<file path="src/rtl/pwm_pkg.sv">
package pwm_pkg;
  // Prescaler depth covers the largest ratio (16).
  localparam int PSC_W  = 4;
  // Prescaler stages added below the timer for duty resolution.
  localparam int FRAC_W = 2;

  typedef enum logic [1:0] {
    PSC_DIV1  = 2'b00,
    PSC_DIV4  = 2'b01,
    PSC_DIV16 = 2'b10
  } psc_sel_e;

  // Terminal prescaler count for a given ratio.
  function automatic logic [PSC_W-1:0] psc_last(input psc_sel_e s);
    case (s)
      PSC_DIV1: psc_last = PSC_W'(0);
      PSC_DIV4: psc_last = PSC_W'(3);
      default:  psc_last = PSC_W'(15);
    endcase
  endfunction

  // The two prescaler bits that extend the timer for duty comparison.
  function automatic logic [FRAC_W-1:0] psc_frac(input psc_sel_e s,
                                                 input logic [PSC_W-1:0] c);
    case (s)
      PSC_DIV1: psc_frac = '0;
      PSC_DIV4: psc_frac = c[1:0];
      default:  psc_frac = c[3:2];
    endcase
  endfunction
endpackage

</file>
<file path="src/rtl/pwm_cfg_latch.sv">
module pwm_cfg_latch
  import pwm_pkg::*;
#(
  parameter int TMR_W  = 8,
  parameter int DUTY_W = 10
) (
  input  logic              clk,
  input  logic              rst_n,
  input  logic              wrap_i,
  input  logic [TMR_W-1:0]  period_i,
  input  logic [DUTY_W-1:0] duty_i,
  input  psc_sel_e          sel_i,
  output logic              armed_o,
  output logic              load_o,
  output logic [TMR_W-1:0]  per_act_o,
  output logic [DUTY_W-1:0] duty_act_o,
  output psc_sel_e          sel_act_o,
  output logic [DUTY_W-1:0] duty_nxt_o,
  output psc_sel_e          sel_nxt_o
);
  // A cycle starts on the first edge after reset and on every wrap.
  assign load_o     = !armed_o || wrap_i;
  assign duty_nxt_o = load_o ? duty_i : duty_act_o;
  assign sel_nxt_o  = load_o ? sel_i  : sel_act_o;

  always_ff @(posedge clk) begin
    if (!rst_n) begin
      armed_o    <= 1'b0;
      per_act_o  <= '0;
      duty_act_o <= '0;
      sel_act_o  <= PSC_DIV1;
    end else begin
      armed_o <= 1'b1;
      if (load_o) begin
        per_act_o  <= period_i;
        duty_act_o <= duty_i;
        sel_act_o  <= sel_i;
      end
    end
  end

  assert_hold_between_starts_R7: assert property (@(posedge clk) disable iff (!rst_n)
    !load_o |=> ($stable(per_act_o) && $stable(duty_act_o) && $stable(sel_act_o)));
endmodule

</file>
<file path="src/rtl/pwm_prescaler.sv">
module pwm_prescaler
  import pwm_pkg::*;
(
  input  logic             clk,
  input  logic             rst_n,
  input  logic             load_i,
  input  psc_sel_e         sel_act_i,
  input  psc_sel_e         sel_nxt_i,
  output logic             tick_o,
  output logic [FRAC_W-1:0] frac_nxt_o
);
  logic [PSC_W-1:0] cnt_q;
  logic [PSC_W-1:0] cnt_d;
  logic [PSC_W-1:0] last;

  assign last   = psc_last(sel_act_i);
  assign tick_o = (cnt_q >= last);

  always_comb begin
    if (load_i || tick_o) cnt_d = '0;
    else                  cnt_d = cnt_q + PSC_W'(1);
  end

  assign frac_nxt_o = psc_frac(sel_nxt_i, cnt_d);

  always_ff @(posedge clk) begin
    if (!rst_n) cnt_q <= '0;
    else        cnt_q <= cnt_d;
  end

  assert_presc_in_range_R2: assert property (@(posedge clk) disable iff (!rst_n)
    cnt_q <= last);
endmodule

</file>
<file path="src/rtl/pwm_timebase.sv">
module pwm_timebase #(
  parameter int TMR_W = 8
) (
  input  logic             clk,
  input  logic             rst_n,
  input  logic             armed_i,
  input  logic             load_i,
  input  logic             tick_i,
  input  logic [TMR_W-1:0] per_act_i,
  output logic             wrap_o,
  output logic [TMR_W-1:0] timer_nxt_o
);
  logic [TMR_W-1:0] timer_q;

  assign wrap_o = armed_i && tick_i && (timer_q == per_act_i);

  always_comb begin
    if (load_i)      timer_nxt_o = '0;
    else if (tick_i) timer_nxt_o = timer_q + TMR_W'(1);
    else             timer_nxt_o = timer_q;
  end

  always_ff @(posedge clk) begin
    if (!rst_n) timer_q <= '0;
    else        timer_q <= timer_nxt_o;
  end

  assert_timer_in_range_R3: assert property (@(posedge clk) disable iff (!rst_n)
    timer_q <= per_act_i);
  assert_restart_after_wrap_R3: assert property (@(posedge clk) disable iff (!rst_n)
    wrap_o |=> (timer_q == '0));
endmodule

</file>
<file path="src/rtl/pwm_compare.sv">
module pwm_compare #(
  parameter int TMR_W  = 8,
  parameter int FRAC_W = 2,
  localparam int EXT_W = TMR_W + FRAC_W
) (
  input  logic             clk,
  input  logic             rst_n,
  input  logic [TMR_W-1:0] timer_nxt_i,
  input  logic [FRAC_W-1:0] frac_nxt_i,
  input  logic [EXT_W-1:0] duty_nxt_i,
  input  logic [EXT_W-1:0] duty_act_i,
  input  logic [TMR_W-1:0] per_act_i,
  output logic             pwm_o
);
  logic [EXT_W-1:0] ext_nxt;
  logic [EXT_W:0]   full_len;

  // Output is registered from next-state count so it lines up with the timer.
  assign ext_nxt  = {timer_nxt_i, frac_nxt_i};
  assign full_len = {1'b0, per_act_i, FRAC_W'(0)} + (EXT_W + 1)'(1 << FRAC_W);

  always_ff @(posedge clk) begin
    if (!rst_n) pwm_o <= 1'b0;
    else        pwm_o <= (ext_nxt < duty_nxt_i);
  end

  assert_zero_duty_low_R5: assert property (@(posedge clk) disable iff (!rst_n)
    (duty_act_i == '0) |-> !pwm_o);
  assert_full_duty_high_R6: assert property (@(posedge clk) disable iff (!rst_n)
    ({1'b0, duty_act_i} >= full_len) |-> pwm_o);
endmodule

</file>
<file path="src/rtl/pwm_postscaler.sv">
module pwm_postscaler #(
  parameter int POST_W = 4
) (
  input  logic              clk,
  input  logic              rst_n,
  input  logic              wrap_i,
  input  logic [POST_W-1:0] ratio_i,
  input  logic              clr_i,
  output logic              irq_o
);
  logic [POST_W-1:0] cnt_q;
  logic              hit;

  assign hit = wrap_i && (cnt_q >= ratio_i);

  always_ff @(posedge clk) begin
    if (!rst_n) begin
      cnt_q <= '0;
      irq_o <= 1'b0;
    end else begin
      if (wrap_i) cnt_q <= (cnt_q >= ratio_i) ? '0 : cnt_q + POST_W'(1);
      if (hit)        irq_o <= 1'b1;
      else if (clr_i) irq_o <= 1'b0;
    end
  end

  assert_irq_after_wrap_R8: assert property (@(posedge clk) disable iff (!rst_n)
    $rose(irq_o) |-> $past(wrap_i));
  assert_set_beats_clear_R9: assert property (@(posedge clk) disable iff (!rst_n)
    (hit && clr_i) |=> irq_o);
  assert_sticky_R9: assert property (@(posedge clk) disable iff (!rst_n)
    (irq_o && !clr_i) |=> irq_o);
endmodule

</file>
<file path="src/rtl/pwm_period_gen.sv">
module pwm_period_gen
  import pwm_pkg::*;
#(
  parameter int  TMR_W  = 8,
  parameter int  POST_W = 4,
  localparam int DUTY_W = TMR_W + FRAC_W
) (
  input  logic              clk,
  input  logic              rst_n,
  input  logic [TMR_W-1:0]  period_i,
  input  logic [DUTY_W-1:0] duty_i,
  input  logic [1:0]        psc_sel_i,
  input  logic [POST_W-1:0] post_ratio_i,
  input  logic              irq_clr_i,
  output logic              pwm_o,
  output logic              irq_o
);
  logic              armed, load, wrap, tick;
  logic [TMR_W-1:0]  per_act, timer_nxt;
  logic [DUTY_W-1:0] duty_act, duty_nxt;
  logic [FRAC_W-1:0] frac_nxt;
  psc_sel_e          sel_act, sel_nxt;

  pwm_cfg_latch #(.TMR_W(TMR_W), .DUTY_W(DUTY_W)) u_cfg (
    .clk(clk), .rst_n(rst_n), .wrap_i(wrap),
    .period_i(period_i), .duty_i(duty_i), .sel_i(psc_sel_e'(psc_sel_i)),
    .armed_o(armed), .load_o(load), .per_act_o(per_act),
    .duty_act_o(duty_act), .sel_act_o(sel_act),
    .duty_nxt_o(duty_nxt), .sel_nxt_o(sel_nxt)
  );

  pwm_prescaler u_psc (
    .clk(clk), .rst_n(rst_n), .load_i(load),
    .sel_act_i(sel_act), .sel_nxt_i(sel_nxt),
    .tick_o(tick), .frac_nxt_o(frac_nxt)
  );

  pwm_timebase #(.TMR_W(TMR_W)) u_tmr (
    .clk(clk), .rst_n(rst_n), .armed_i(armed), .load_i(load),
    .tick_i(tick), .per_act_i(per_act),
    .wrap_o(wrap), .timer_nxt_o(timer_nxt)
  );

  pwm_compare #(.TMR_W(TMR_W), .FRAC_W(FRAC_W)) u_cmp (
    .clk(clk), .rst_n(rst_n), .timer_nxt_i(timer_nxt), .frac_nxt_i(frac_nxt),
    .duty_nxt_i(duty_nxt), .duty_act_i(duty_act), .per_act_i(per_act),
    .pwm_o(pwm_o)
  );

  pwm_postscaler #(.POST_W(POST_W)) u_post (
    .clk(clk), .rst_n(rst_n), .wrap_i(wrap), .ratio_i(post_ratio_i),
    .clr_i(irq_clr_i), .irq_o(irq_o)
  );
endmodule

</file>
<file path="config.mk">
export PLATFORM = sky130hd
export DESIGN_NAME = pwm_period_gen
export DESIGN_NICKNAME = d
export VERILOG_FILES = /design/src/rtl/pwm_pkg.sv /design/src/rtl/pwm_cfg_latch.sv /design/src/rtl/pwm_prescaler.sv /design/src/rtl/pwm_timebase.sv /design/src/rtl/pwm_compare.sv /design/src/rtl/pwm_postscaler.sv /design/src/rtl/pwm_period_gen.sv
export SDC_FILE = /design/constraint.sdc
export NUM_CORES = 1
export LEC_CHECK = 0
export ABC_CLOCK_PERIOD_IN_PS = 3450
export CAP_MARGIN = 20
export CORE_UTILIZATION = 50
export DETAILED_ROUTE_END_ITERATION = 10
export GPL_ROUTABILITY_DRIVEN = 0
export PLACE_DENSITY = 0.76
export SYNTH_ARGS = -nofsm -noshare
export SYNTH_HDL_FRONTEND = slang
export SYNTH_HIERARCHICAL = 1
export SYNTH_SLANG_ARGS = --single-unit
export TNS_END_PERCENT = 30
</file>
<file path="constraint.sdc">
create_clock -name clk -period 3.45 [get_ports clk]
set_input_delay 0.5175 -clock clk [delete_from_list [all_inputs] [get_ports clk]]
set_output_delay 0.5175 -clock clk [all_outputs]
set_load 0.05 [all_outputs]
</file>
==> impl_metrics.toml, run 1 <==
[status]
status = "finished, final reports clean"

[worst_setup_path]
crit_arrival_ns = 3.54
crit_required_ns = 3.66
crit_fanout = 5
crit_path_end_kind = "register"
critPathKind = "register to register"
critPathLaunchType = "register"

[power]
internal_power_uw = 838.6
netSwitchingPower_uw = 289.1
pwr-share-clk = 0.348
total_power_uw = 1128
ir_drop_mv = 0.3124
power_frac_seq = 0.435
powerDensity_mw_per_mm2 = 390.9
sw_frac_of_total = 0.2563
power_leakage_uw = 0.001269
power_frac_comb = 0.217

[logic_synthesis]
synth.area.mux_share = 0.1573
synth_edf_count = 0
yosys.area_share.xor_xnor = 0.05088
synth_top_family_by_area = "simple AND/OR/NAND/NOR gates"
syn-instance-count = 268
synth_fp_nets = 315
ys_ff_latch = 39
yosysSeqAreaShare = 0.3240
synthSimpleGateAreaFrac = 0.1973
synth_ff_type = "dfxtp_1"
ys_types = 46
syn_avg_cell_area_um2 = 8.992
synth_compound_area_frac = 0.1075
synth_warnings = 6
synthArstFlopShare = 0
synthAdderAreaFrac = 0.1038
syn-cell-area_mm2 = 0.002410

[detailed_routing]
remaining_drc_errors = 0
wl_mm = 4.502
ant_nets = 0
first_iter_violations = 63
wl_met1_mm = 2.047
first_pass_iters = 4
via_per_inst = 5.406
dr_wl_met2_mm = 2.251
wire_per_inst_um = 12.79
vias = 1903
routed.top_layer = "met4"
dr_wl_met3_um = 174

[layout]
drive_above_1_share = 0.1467
areaGrowthSynthToFinish_pct = 19.73
num_antenna_cells = 0
final_nets = 346

[grt]
overflow = 0
grt_pass1_wl_mm = 7.493
grt_usage = 0.1854
grt_max_degree = 59
antenna_found_initial = 0
grt_pass1_vias = 1837

[clock_tree]
cts_buffers = 5
cts_num_sinks = 39
hold_buffers = 0
cts_tree = "built"
cts_root_buf = "clkbuf_8"
worstSkewPairLatency_ns = 0.29
cts-htree-levels = 2
clock_path_buffers = 2
clk_pin_slew_ns = 0.08

[timing]
setup_viol = 0
finalHoldViolations = 0
maxSlewViolCount = 0
finalSetupTns_ns = 0
slew_headroom = 0.3757
period_needed_ns = 3.332
fin_skew_ns = 0.01063
rsz0062_at_grt = "false"
period_share = 0.9657
worstMarginPinSlew_ns = 0.9365
max_clock_freq_mhz = 300.1

[placement]
port_buffers = 28
dp_hpwl_mm = 3.328

[floorplan]
dieArea_mm2 = 0.005102
ioPinCount = 29
start_util = 0.5350
die_x_um = 71.43
die_h_um = 71.43
rows = 24
core_area_mm2 = 0.004504

[hold_path]
hp-class = "register to register"

[job]
cap_violations = 0
[layer usage]
layer,up-vias,GRT usage
li1,984,-
met1,879,0.2090
met2,36,0.3460
met3,4,0.04360
met4,0,0.05333
met5,-,0
[critical path: stages (launching register included)]
cell and delay [ns]:
dfxtp_1 0.34, or2_1 0.25, ha_1 0.27, nand2b_4 0.13
a211oi_2 0.07, o21bai_1 0.20, nand3_2 0.13, nor3_4 0.25
nor2b_4 0.08, mux2_4 0.22, or3b_2 0.44, a32oi_1 0.19
ha_1 0.27, a21oi_2 0.12, o311ai_1 0.09, nor3_1 0.19
[cell usage after synthesis (2+ instances only)]
cell type | instances | area, µm²
nand2_1 | 46 | 172.7
dfxtp_1 | 39 | 780.8
mux2i_1 | 21 | 210.2
ha_1 | 20 | 250.2
inv_1 | 20 | 75.07
a21oi_1 | 14 | 70.07
xnor2_1 | 10 | 87.58
mux2_4 | 9 | 135.1
nand3_1 | 9 | 45.04
nor2_1 | 9 | 33.78
o21ai_0 | 8 | 40.04
clkbuf_1 | 5 | 18.77
nand4_1 | 5 | 31.28
a211oi_1 | 4 | 30.03
xor2_1 | 4 | 35.03
and2_1 | 3 | 18.77
buf_4 | 3 | 22.52
mux2_2 | 3 | 33.78
or3_1 | 3 | 18.77
buf_6 | 2 | 22.52
nand2b_1 | 2 | 12.51
nand2b_4 | 2 | 27.53
nand3b_1 | 2 | 15.01
nand4_2 | 2 | 25.02
nor3_1 | 2 | 10.01
[cell usage in the layout, fill, tap and decap left out, types with 2 or more instances in the layout]
master	n
buf_4	7
nand4_2	2
nand2_1	46
mux2i_1	21
xor2_1	4
dfxtp_1	39
inv_1	20
nand3b_1	2
a211oi_1	3
a21oi_1	14
nand4_1	5
nand2b_4	3
nand3_1	8
mux2_4	10
and2_1	3
xnor2_1	10
clkdlybuf4s50_1	27
mux2_2	2
clkbuf_8	6
or3_1	3
o21ai_0	8
ha_1	20
nor2_1	9
a211oi_2	2
[flip-flops by register name, summed over array words and instances, names as in the netlist]
signal	count
u_cfg/duty_act_o	10
u_cfg/per_act_o	8
u_cfg/armed_o	1
u_post/irq_o	1
u_cmp/pwm_o	1
u_cfg/sel_act_o	2
u_tmr/timer_q	8
u_psc/cnt_q	4
u_post/cnt_q	4
[logic make-up (layout without fill, tap and decap cells)]
kind of cell / count (synthesis) / in the layout
AOI/OAI and AO/OA: 39 / 39
xor gates and xnor gates: 14 / 14
adders and majority gates: 20 / 20
buffers and inverters: 31 / 63
DFF: 39 / 39
muxes: 33 / 33
and+or+nand+nor: 92 / 92
[metrics by stage]
stage          instance area, µm²  hold slack (ns)  instances  worst slack [ns]  utilization
3_5_place_dp                 2744           0.4581        343           0.07070       0.6092
5_1_grt                      2885           0.4923        352           0.01079       0.6406
2_1_floorplan                2434           0.4345        268           0.03712            -
4_1_cts                      2861           0.4693        351           0.07045       0.6353
3_3_place_gp                 2744           0.4446        343            0.2295       0.6092
6_report                     2885           0.4644        352            0.1183       0.6406
[timing repair]
| item | in CTS | in global routing |
|---|---|---|
| endpoints found under the hold margin | 0 | 0 |
| gates resized for setup | 0 | 3 |
| setup endpoints to repair | 0 | 1 |
| buffers inserted | 0 | 1 |
[path summary, 6_finish.rpt]
| kind | slack [ns] | start | depth (start not counted) | to |
|---|---|---|---|---|
| worst max register to register | 0.12 | u_cfg/sel_act_o[1] | 15 | u_cmp/pwm_o |
| worst min register to register | 0.46 | u_cfg/duty_act_o[3] | 2 | u_cfg/duty_act_o[3] |
| worst min-delay path | 0.46 | u_cfg/duty_act_o[3] | 2 | u_cfg/duty_act_o[3] |
| worst max-delay path | 0.12 | u_cfg/sel_act_o[1] | 15 | u_cmp/pwm_o |
[layout make-up]
cell class	count	area (µm²)
fillers	380	1619
multi-input cells	198	1519
flip-flops and latches	39	780.7
repair buffers	35	327.8
clock buffers	6	82.58
inverters	20	75.07
well taps	52	65.06
clock inverters	2	35.03
[power groups by stage]
stage               registers (µW)  clock network (µW)  logic [µW]
floorplan                      500                   0         173
global placement               500                   0         230
detailed placement             501                   0         236
CTS                            491                 405         236
global route                   493                 420         270
finish                         490                 392         245
(Power assumes the default switching activity.)
==> run 2: changes to the inputs <==
--- a/config.mk
+++ b/config.mk
@@ -6,7 +6,8 @@
 export NUM_CORES = 1
 export LEC_CHECK = 0
 export ABC_CLOCK_PERIOD_IN_PS = 3450
-export CAP_MARGIN = 20
+export CAP_MARGIN = 25
+export CORE_MARGIN = 5
 export CORE_UTILIZATION = 50
 export DETAILED_ROUTE_END_ITERATION = 10
 export GPL_ROUTABILITY_DRIVEN = 0
==> run 2 against run 1 <==
Effect of this change: sequential share of layout area up 0.24 points; combinational power up 2%; worst hold slack worse by 0.0024 ns; sequential power about the same; count of clock-buffer cells in the layout unchanged; register-to-register slack better by 0.09 ns; global-route usage down 3.4 points.
==> impl_metrics.toml, run 2 (synthesis gave the netlist of run 1 again) <==
[grt]
overflow = 0
grt_usage = 0.1519
grt_pass1_vias = 1760
grt_max_degree = 59
antenna_found_initial = 0
grt_pass1_wl_mm = 7.596

[timing]
max_clock_freq_mhz = 308.8
worst_slack_ns = 0.2115
finalHoldViolations = 0
fin_skew_ns = 0.006578
finalSetupTns_ns = 0
period_share = 0.9387
finalHoldWorstSlack_ns = 0.4620
setup_viol = 0
slew_headroom = 0.3868
maxSlewViolCount = 0
period_needed_ns = 3.238
worstMarginPinSlew_ns = 0.9198

[clock_tree]
clock_path_buffers = 2
cts_root_buf = "clkbuf_8"
cts_buffers = 5
cts_tree = "built"
cts_num_sinks = 39
clk_pin_slew_ns = 0.07
worstSkewPairLatency_ns = 0.29
cts-htree-levels = 2

[detailed_routing]
first_pass_iters = 4
ant_nets = 0
via_per_inst = 5.306
wl_mm = 4.634
first_iter_violations = 41
vias = 1873
wire_per_inst_um = 13.13
remaining_drc_errors = 0

[power]
ir_drop_mv = 0.1965
total_power_uw = 1024
power_leakage_uw = 0.001255
powerDensity_mw_per_mm2 = 357.4

[hold_path]
hp-class = "register to register"

[worst_setup_path]
crit_required_ns = 3.66
crit_arrival_ns = 3.45
crit_fanout = 4
crit_path_end_kind = "register"
critPathLaunchType = "register"
critPathKind = "register to register"

[placement]
port_buffers = 28
dp_hpwl_mm = 3.412
place_ws_ns = 0.1300
placed_area_mm2 = 0.002759

[status]
status = "finished, final reports clean"

[floorplan]
rows = 25
die_x_um = 79.43
die_h_um = 79.43
core_area_mm2 = 0.004692
ioPinCount = 29
start_util = 0.5136
dieArea_mm2 = 0.006308

[layout]
num_antenna_cells = 0
final_nets = 347
largest_register = "u_cfg/duty_act_o"
areaGrowthSynthToFinish_pct = 18.85
design_area_mm2 = 0.002864
final_cell_mix = "nand2_1 (46), dfxtp_1 (38), clkdlybuf4s50_1 (27)"
drive_above_1_share = 0.1438
reg_top3 = "u_cfg/duty_act_o: 10 flops, u_cfg/per_act_o: 8 flops, u_tmr/timer_q: 8 flops"
largest_reg_flops = 10
final_common_cell = "nand2_1"

[job]
cap_violations = 0
-- run 2: cell types whose count changed in the layout (fill, tap and decap cells not counted) --
cell,previous run,this run
dfxtp_2,0,1
clkbuf_1,0,1
clkbuf_8,6,5
dfxtp_1,39,38
clkinv_2,1,0
buf_12,0,1
bufinv_16,1,0
-- run 2: metrics by stage --
| step | utilization | std cells |
|---|---|---|
| after floorplan | - | 268 |
| after global placement | 0.5880 | 345 |
| after global routing | 0.6104 | 353 |
| final | 0.6104 | 353 |
| after CTS | 0.6035 | 351 |
| after detailed placement | 0.5880 | 345 |
-- run 2: repair_timing --
action	4_1_cts	5_1_grt
hold buffers	0	0
setup buffers	0	2
resized for setup	0	4
endpoints found under the hold margin	0	0
endpoints found under the setup margin	0	1
-- run 2: cell type report --
class	count	area (µm²)
multi-input combinational	198	1519
tap	54	67.56
inverter	20	75.07
timing repair buffer	36	347.8
fill	433	1828
sequential	39	782.0
clock buffer	6	72.57
-- run 2: worst paths after layout --
check                      startpoint                  end  slack, ns  depth (start not counted)
hold / removal    u_cfg/duty_act_o[9]  u_cfg/duty_act_o[9]       0.46                          2
setup / recovery   u_cfg/sel_act_o[1]          u_cmp/pwm_o       0.21                         15
setup reg to reg   u_cfg/sel_act_o[1]          u_cmp/pwm_o       0.21                         15
hold reg to reg   u_cfg/duty_act_o[9]  u_cfg/duty_act_o[9]       0.46                          2
-- run 2: report_power, final --
part           total [µW]  switching [µW]  internal [µW]
combinational         249             116            133
clock                 285             150            135
sequential            491            16.7            474
total                1020             282            741
-- run 2: worst max-delay path: stages (launching register included) --
cell and delay, ns:
dfxtp_1 0.31, or2_1 0.23, ha_1 0.27, nand2b_4 0.13
a211oi_2 0.06, o21bai_1 0.19, nand3_2 0.12, nor3_4 0.25
nor2b_4 0.09, mux2_4 0.21, or3b_2 0.43, a32oi_1 0.19
ha_1 0.26, a21oi_2 0.12, o311ai_1 0.09, nor3_1 0.18
-- run 2: metal layers --
layer	wire (µm)	vias to the layer above	part of all wire	track usage
met5	0	-	0	0
met4	68	0	0.015	0.06014
met3	149	8	0.032	0.03499
met2	2332	22	0.50	0.2763
met1	2085	858	0.45	0.1690
li1	-	985	-	-
==> run 3: changes to the inputs <==
--- a/config.mk
+++ b/config.mk
@@ -11,7 +11,7 @@
 export CORE_UTILIZATION = 50
 export DETAILED_ROUTE_END_ITERATION = 10
 export GPL_ROUTABILITY_DRIVEN = 0
-export PLACE_DENSITY = 0.76
+export PLACE_DENSITY = 0.84
 export SYNTH_ARGS = -nofsm -noshare
 export SYNTH_HDL_FRONTEND = slang
 export SYNTH_HIERARCHICAL = 1
==> run 3 against run 2 <==
Effect of this change: sequential power barely moved; via count rose by 1.8%; count of clock-buffer cells in the layout fell by 1; final cell count rose by 0.85%; design area rose by 1.6%; critical endpoint unchanged; power rose by 3.6%; flip-flop and latch count did not move; worst hold slack improved by 0.00053 ns; global-route usage rose by 0.56 points; register-to-register slack got worse by 0.12 ns; wire length rose by 3.2%; critical path type unchanged.
==> impl_metrics.toml, run 3 (synthesis gave the netlist of run 1 again) <==
[timing]
setup_viol = 0
finalSetupTns_ns = 0
worstMarginPinSlew_ns = 0.9141
period_share = 0.9740
max_clock_freq_mhz = 297.6
slew_headroom = 0.3906
fin_skew_ns = 0.006614
maxSlewViolCount = 0
worst_slack_ns = 0.08982
period_needed_ns = 3.360
finalHoldViolations = 0
rsz0062_at_grt = "true"

[worst_setup_path]
cp-startpoint = "u_cfg/sel_act_o[1]"
critPathLaunchType = "register"
crit_path_end_kind = "register"
worstSetupEndpoint = "u_cmp/pwm_o"
crit_arrival_ns = 3.59
r2r_start = "u_cfg/sel_act_o[1]"
critPathKind = "register to register"
crit-reg2reg-capture = "u_cmp/pwm_o"
crit_required_ns = 3.68
crit_fanout = 4
r2r_slack_ns = 0.09
reg2regPathDepth = 15

[clock_tree]
cts_buffers = 5
cts_num_sinks = 39
clk_pin_slew_ns = 0.08
clock_path_buffers = 2
cts_tree = "built"
cts-htree-levels = 2
worstSkewPairLatency_ns = 0.30
cts_root_buf = "clkbuf_8"

[power]
total_power_uw = 1060
powerDensity_mw_per_mm2 = 364.5
ir_drop_mv = 0.2974
power_leakage_uw = 0.001267

[floorplan]
ioPinCount = 29
dieArea_mm2 = 0.006308
start_util = 0.5136
rows = 25
core_area_mm2 = 0.004692
die_x_um = 79.43
die_h_um = 79.43

[layout]
final_nets = 348
reg_top3 = "u_cfg/duty_act_o: 10 flops, u_cfg/per_act_o: 8 flops, u_tmr/timer_q: 8 flops"
areaGrowthSynthToFinish_pct = 20.72
instances_no_fill = 356
drive_above_1_share = 0.1755
num_antenna_cells = 0
final_common_cell = "nand2_1"
largest_reg_flops = 10
final_cell_mix = "nand2_1 (46), dfxtp_1 (37), clkdlybuf4s50_1 (27)"
design_area_mm2 = 0.002909
largest_register = "u_cfg/duty_act_o"

[detailed_routing]
via_per_inst = 5.354
wire_per_inst_um = 13.43
first_pass_iters = 4
wl_mm = 4.780
vias = 1906
remaining_drc_errors = 0
first_iter_violations = 83
ant_nets = 0

[status]
status = "finished, final reports clean"

[placement]
placed_area_mm2 = 0.002739
dp.cells = 344
dp_hpwl_mm = 3.469
place_ws_ns = 0.07966
port_buffers = 28

[grt]
antenna_found_initial = 0
grt_pass1_wl_mm = 7.776
grt_max_degree = 59
grt_pass1_vias = 1798
grt_usage = 0.1574
overflow = 0

[hold_path]
hp-class = "register to register"
hold_start = "u_cfg/duty_act_o[1]"

[job]
cap_violations = 0
==> run 3: changes by cell type in the layout (fill, tap and decap cells not counted), moves of 2 or more <==
cell	before	now
clkinv_2	0	3
buf_6	0	2
inv_1	20	18
inv_2	0	2
==> run 3: what timing repair did <==
item | CTS | global route
setup buffers | 0 | 4
gates resized for setup | 0 | 13
setup endpoints to repair | 0 | 1
hold buffers | 0 | 0
==> run 3: layer usage <==
layer | vias to the layer above | track usage | routed length, µm
li1 | 986 | - | -
met1 | 877 | 0.1852 | 2210
met2 | 35 | 0.2663 | 2293
met3 | 8 | 0.04740 | 182
met4 | 0 | 0.06186 | 93
met5 | - | 0 | 0
==> run 3: metrics by stage <==
| step | util | hold slack (ns) |
|---|---|---|
| floorplan | - | 0.4345 |
| global placement | 0.5837 | 0.4436 |
| detailed placement | 0.5837 | 0.4578 |
| CTS | 0.6016 | 0.4679 |
| global route | 0.6200 | 0.4909 |
| finish | 0.6200 | 0.4625 |
==> run 3: worst min path at each step <==
stage,endpoint,depth (start not counted)
after floorplan,u_cfg/duty_act_o[9],2
after detailed placement,u_cfg/duty_act_o[9],2
after global placement,u_cfg/duty_act_o[9],2
after CTS,u_cfg/duty_act_o[9],2
final,u_cfg/duty_act_o[1],2
after global routing,u_cfg/duty_act_o[0],2
==> run 3: layout make-up <==
type	instances	area (µm²)
multi-input cells	198	1549
clock inverters	3	15.01
well taps	54	67.56
fillers	399	1783
repair buffers	37	350.3
clock buffers	5	68.82
inverters	20	75.07
flip-flops and latches	39	783.3
==> run 3: worst max-delay path, stage by stage (launching register included) <==
cell and delay [ns]:
dfxtp_2 0.34, or2_1 0.23, ha_1 0.33, nand2b_4 0.15, a211oi_2 0.06, o21bai_1 0.22, nand3_2 0.14, nor3_4 0.23
nor2b_4 0.09, mux2_4 0.23, or3b_4 0.38, a32oi_2 0.18, ha_1 0.27, a21oi_2 0.15, o311ai_2 0.11, nor3_1 0.20
==> run 3: power by group <==
group / switching [µW] / total (µW) / internal (µW)
sequential: 18.1 / 492 / 474
combinational: 120 / 258 / 138
clock: 172 / 310 / 139
total: 310 / 1060 / 750
